**config.mk**
```make
export PLATFORM = sky130hd
export DESIGN_NAME = timebase_xfer_sel
export DESIGN_NICKNAME = d
export VERILOG_FILES = /design/src/rtl/timebase_xfer_sel.sv
export SDC_FILE = /design/constraint.sdc
export NUM_CORES = 1
export LEC_CHECK = 0
export CORE_MARGIN = 3
export CORE_UTILIZATION = 26
export CTS_CLUSTER_DIAMETER = 80
export CTS_CLUSTER_SIZE = 16
export DETAILED_ROUTE_END_ITERATION = 16
export PLACE_DENSITY = 0.86
export SKIP_LAST_GASP = 1
export SLEW_MARGIN = 20
export SYNTH_ARGS = -nofsm -noshare
export SYNTH_HDL_FRONTEND = slang
export SYNTH_SLANG_ARGS = --single-unit
```
**constraint.sdc**
```tcl
create_clock -name clk -period 5.18 [get_ports clk]
set_clock_uncertainty 0.1 [all_clocks]
set_input_delay 0.518 -clock clk [delete_from_list [all_inputs] [get_ports clk]]
set_output_delay 0.518 -clock clk [all_outputs]
set_load 0.05 [all_outputs]
```
**src/rtl/timebase_xfer_sel.sv**
```systemverilog
module timebase_xfer_sel #(
  parameter int                NCORES      = 8,
  parameter int                OFS_W       = 6,
  parameter logic [OFS_W-1:0]  TGT_OFS     = 6'h27,
  parameter logic [OFS_W-1:0]  MOVE_OFS    = 6'h17,
  parameter logic [OFS_W-1:0]  ERR_OFS     = 6'h30,
  parameter logic [11:0]       SLOT_REG    = 12'h4A3,
  parameter logic [31:0]       CORE_BASE0  = 32'h2000_0000,
  parameter logic [31:0]       CORE_STRIDE = 32'h0100_0000,
  parameter bit                CORE_ID_EN  = 1'b1
) (
  input  logic                      clk,
  input  logic                      rst_n,
  input  logic                      wr_en,
  input  logic [OFS_W-1:0]          wr_addr,
  input  logic [63:0]               wr_data,
  input  logic [OFS_W-1:0]          rd_addr,
  output logic [63:0]               rd_data,
  input  logic                      tod_running,
  input  logic [NCORES-1:0]         core_ready,
  output logic [NCORES-1:0]         tb_load,
  output logic                      tgt_valid,
  output logic [$clog2(NCORES)-1:0] tgt_core,
  output logic                      xfer_err
);
  localparam int IDX_W = $clog2(NCORES);

  // Decode of the written target-control word
  logic              tgt_wr, move_wr, clr_wr;
  logic              addr_mode, slot_ok, hit_any, id_ok, dec_ok, go;
  logic [31:0]       addr_word;
  logic [4:0]        core_id;
  logic [NCORES-1:0] base_hit;
  logic [IDX_W-1:0]  hit_idx, dec_idx;
  logic              unused_bits;

  assign tgt_wr    = wr_en && (wr_addr == TGT_OFS);
  assign move_wr   = wr_en && (wr_addr == MOVE_OFS);
  assign clr_wr    = wr_en && (wr_addr == ERR_OFS);
  assign addr_mode = wr_data[28];
  assign addr_word = wr_data[63:32];
  assign slot_ok   = (addr_word[11:0] == SLOT_REG);
  assign core_id   = wr_data[36:32];
  assign unused_bits = ^{wr_data[31:29], wr_data[27:0]};

  for (genvar i = 0; i < NCORES; i++) begin : g_core
    localparam logic [31:0] BASE = CORE_BASE0 + CORE_STRIDE * i;
    assign base_hit[i] = (addr_word[31:12] == BASE[31:12]);
  end

  always_comb begin
    hit_any = 1'b0;
    hit_idx = '0;
    for (int i = NCORES - 1; i >= 0; i--) begin
      if (base_hit[i]) begin
        hit_any = 1'b1;
        hit_idx = IDX_W'(i);
      end
    end
  end

  assign id_ok   = CORE_ID_EN && ({27'b0, core_id} < 32'(NCORES));
  assign dec_ok  = addr_mode ? (slot_ok && hit_any) : id_ok;
  assign dec_idx = addr_mode ? hit_idx : core_id[IDX_W-1:0];

  // Move gating: all four conditions must hold
  assign go = move_wr && tod_running && wr_data[63] && tgt_valid && core_ready[tgt_core];

  always_ff @(posedge clk) begin
    if (!rst_n) begin
      tgt_valid <= 1'b0;
      tgt_core  <= '0;
      tb_load   <= '0;
      xfer_err  <= 1'b0;
    end else begin
      if (tgt_wr) begin
        tgt_valid <= dec_ok;
        if (dec_ok) tgt_core <= dec_idx;
      end
      tb_load <= go ? (NCORES'(1) << tgt_core) : '0;
      if (move_wr && !go)          xfer_err <= 1'b1;
      else if (clr_wr && wr_data[63]) xfer_err <= 1'b0;
    end
  end

  always_comb begin
    rd_data = '0;
    if (rd_addr == ERR_OFS) rd_data[63] = xfer_err;
  end

  AST_LOAD_ONEHOT: assert property (@(posedge clk) disable iff (!rst_n) $onehot0(tb_load));
  AST_LOAD_NEEDS_READY: assert property (@(posedge clk) disable iff (!rst_n)
    (move_wr && tgt_valid && !core_ready[tgt_core]) |=> (tb_load == '0 && xfer_err));
  AST_STOPPED_REJECT: assert property (@(posedge clk) disable iff (!rst_n)
    (move_wr && !tod_running) |=> (tb_load == '0 && xfer_err));
  AST_BAD_SLOT: assert property (@(posedge clk) disable iff (!rst_n)
    (tgt_wr && wr_data[28] && (wr_data[43:32] != SLOT_REG)) |=> !tgt_valid);
  AST_ERR_STICKY: assert property (@(posedge clk) disable iff (!rst_n)
    (xfer_err && !clr_wr) |=> xfer_err);
  AST_TGT_READ_ZERO: assert property (@(posedge clk) disable iff (!rst_n)
    (rd_addr == TGT_OFS) |-> (rd_data == 64'd0));
  AST_NO_ID_MODE: assert property (@(posedge clk) disable iff (!rst_n)
    (!CORE_ID_EN && tgt_wr && !wr_data[28]) |=> !tgt_valid);
  AST_OTHER_OFS: assert property (@(posedge clk) disable iff (!rst_n)
    (!tgt_wr && !move_wr && !clr_wr) |=> ($stable(tgt_valid) && $stable(xfer_err)));
endmodule

```
# Yosys cells after proc, flatten, opt, wreduce, memory -nomap -nowiden
# Cells that the tools add are included.
# totals
register_bits	13
input_bits	88
out_inout_bits	77
elab_cells	57
# classes
order_cmp	2
n_eq_ne	13
shift	1
muxes	23
reduce_logical	14
# op_table
op	count
$eq 20x18->1 const B	8
$mux 3	9
$eq 6x6->1 const B	3
$mux 1	13
$eq 12x11->1 const B	1
$logic_and 1x1->1	10
$shl 1x3->8 const A	1
$eq 6x5->1 const B	1
$lt 5x4->1 const B	1
$lt 3x4->1 const B	1
$reduce_and 2->1	2
$bmux 1 s3	1
$reduce_bool 2->1	1
$logic_not 1->1	1

# Logic depth before layout (Yosys ltp)
# depth
ltp_word	12
mapped_depth	5
mapped_depth_nobuf	5

# Worst setup path after synthesis
# Ideal clock, no wire load.
# synth_path
kind	reg-to-output
startpoint	register xfer_err
endpoint	output rd_data[63]
arrival_time_ps	2298
required_ps	4562
setup_slack_ps	2264
stages_incl_launch_ff	2
path_buffers	0
cell_sequence	dfxtp_1 > nor4b_1
# synth_via
elab_chain_cells	1
# synth_lines
item	line_no	source
start: declaration	24	output logic xfer_err
start signal: assignment	74	xfer_err <= 1'b0;
start signal: assignment	81	if (move_wr && !go) xfer_err <= 1'b1;
start signal: assignment	82	else if (clr_wr && wr_data[63]) xfer_err <= 1'b0;
$mux 1	88	if (rd_addr == ERR_OFS) rd_data[63] = xfer_err;
end: declaration	18	output logic [63:0] rd_data,
# Every way passes these cells.

# Final worst setup path
# layout_path
startpoint	input rd_addr[3]
endpoint	output rd_data[63]
# layout_via
elab_chain_cells	2
# layout_lines
item	line_no	source
start: declaration	17	input logic [OFS_W-1:0] rd_addr,
$eq 6x6->1	88	
$mux 1	88	
# Every way passes these cells.

==> run metrics <==
outcome=finished, final reports clean; Initial DRC Count=46; CTS max path bufs=2; die span in y=73.3 um; R2R depth=5; Synth Cell Area=between 1000 and 1500 um^2; Seq/Total Area, Yosys=22.1%; maxcap violations=0; Post-synth EDFFs=0; final-layout fill cell count=413; DPL Wire Length=2.68 mm; via total after detailed routing=roughly 1.0k; clock latency on the worst-skew pair=240 ps; combinational family with the most area after synthesis=buffers and inverters; Main synth FF type=dfxtp_1; simple-gate area share of the yosys netlist=between 20% and 30%; Power Density=197 nW/um^2; maximum operating frequency=353 MHz; final net count=302; dominant cell type by area after synthesis=buf_4; core area=4170 um^2; mux contribution to synthesized area=around 6.4%; GP Congestion=0.762; die area=between 5000 and 6000 um^2; post-synthesis xor/xnor area fraction=0%; main area contributors after synthesis=buf_4 40%, dfxtp_1 22%, nand2_1 3.5%; CTS tree=yes; WS Path Type=input pin to output port; Peak VDD IR=about 0.054 mV; Final Critical Period=approximately 2800 ps; Hold Path Class=flip-flop to flip-flop; Setup Fix Bufs, Post-CTS=0; Top Ports=165; Setup-failing EPs final=0; CP Capture Type=output port; RSZ-0062 raised after global routing=false; Final Hold Viols=0; Root Driver=clkbuf_8; post-synthesis register bit count=13; IO buf count=70; total grt overflow=0; Hold Buf Count CTS=0; Routed Antenna Nets=0; CP Max Fanout=1; post_cts resized=0; yosys warns=0; drt drc=0; critical path required time=roughly 4600 ps; CTS clk-pin slew, worst paths=approximately 50 ps; synth-to-layout area growth=48.0%; adder-cell share of the synthesized area=0%; LEAKAGE=a little over 0.7 nW; WL/cell=11.3 um; clock sinks=13; Compound-Gate Fraction of Synth Area=6.70%; cells after synthesis=141; # rows=23; asr flop ratio synth=0%; synth cell count leaders=63 x buf_4, 13 x dfxtp_1, 11 x nand2_1, 9 x nor2_1, 5 x nor3_1; Post-Syn Area per Cell=8.35 um^2; largest net degree at the start of global routing=11; Worst Setup Start Kind=input pin; Synth top area share=40.2%; DR vias/cell=~3.9; Yosys cell types=33; Antenna Cells=0; vias in the first global route=896; Initial Util=28.2%; H-tree depth=1; Tcrit/Tclk final=54.7%; most frequent cell after synthesis=buf_4; TritonRoute pass-1 iters=4; setup_tns=0 ps; Worst slew margin=64.5%; WHS Path Cells=2; GR Util All Layers=9.68%; Tightest Pin Transition=roughly 530 ps; CTS buffer count=3; Final Cell Area=1740 um^2; first-pass GRT wire length=3.97 mm; Placed Instance Area=around 1700 um^2; Die W=around 73 um; Slew Viols, Final=0; share of cells above drive strength 1=about 4.7%; total wire length=2.96 mm; Worst Path Arrival=2220 ps; initial antenna violation count=0
path summary, 6_finish.rpt:
kind | startpoint | to | slack, ps
setup / recovery | rd_addr[3] | rd_data[63] | 2350
hold / removal | xfer_err$_SDFFE_PN0P_ | xfer_err$_SDFFE_PN0P_ | 390
setup reg to reg | tgt_core[2]$_SDFFE_PN0P_ | tb_load[0]$_SDFF_PP0_ | 3460
hold reg to reg | xfer_err$_SDFFE_PN0P_ | xfer_err$_SDFFE_PN0P_ | 390
power breakdown:
| part | switching [mW] | total (mW) | internal [mW] | leakage (nW) |
|---|---|---|---|---|
| registers | 0.0000681 | 0.100 | 0.100 | 0.105 |
| logic | 0.113 | 0.154 | 0.0413 | 0.585 |
| clock network | 0.0361 | 0.0893 | 0.0531 | 0.0255 |
flip-flops by register name, indices dropped and copies added (netlist names):
register,flops
tgt_valid,1
tb_load,8
tgt_core,3
xfer_err,1
logic make-up after synthesis:
logic type             Yosys count
buffers and inverters           67
multiplexers                     6
AND/OR/NAND/NOR                 45
flip-flops                      13
AO/OA/AOI/OAI                    9
other                            1
stage by stage:
| step | power (mW) | hold WS [ps] | utilization (%) | setup WS, ps | cells |
|---|---|---|---|---|---|
| after floorplan | 0.247 | 595 | - | 2260 | 203 |
| after global placement | 0.255 | 379 | 40.7 | 2360 | 259 |
| after detailed placement | 0.255 | 385 | 40.7 | 2320 | 259 |
| after CTS | 0.345 | 395 | 41.8 | 2320 | 263 |
| after global routing | 0.356 | 436 | 41.8 | 2230 | 263 |
| final | 0.344 | 394 | 41.8 | 2350 | 263 |
metal layers:
metal  global-route usage (%)  wire length (um)
met5                        0                 0
met4                     4.83                53
met3                     3.42               375
met2                     18.2              1650
met1                     9.18               880
worst max-delay path, stage by stage:
cell,delay (ps)
clkdlybuf4s50_1,400
nor2_1,100
nand3_1,80
nor4b_1,260
clkdlybuf4s50_1,860
layout by cell type (no fill, tap or decap), types with 2 or more instances in the layout:
cell type	synthesis	final
mux2i_1	3	3
or4b_1	2	2
nor2_1	9	9
conb_1	1	63
nand2b_1	2	2
inv_1	3	3
nand4b_1	2	2
nand2_1	11	11
nand3_1	2	2
nor4_1	3	3
a32o_1	3	3
clkbuf_8	0	3
dfxtp_1	13	13
clkdlybuf4s50_1	0	70
nor3_1	5	5
layout make-up:
type / count / area [um^2] / area share [%]
Clock buffer: 3 / 41.3 / 2.37
Clock inverter: 1 / 5.00 / 0.287
Inverter: 3 / 11.3 / 0.646
Multi-Input combinational cell: 123 / 662 / 38.0
Sequential cell: 13 / 260 / 14.9
Tap cell: 50 / 62.6 / 3.59
Timing Repair Buffer: 70 / 701 / 40.2
No activity file was read; power rests on OpenSTA's default activity.
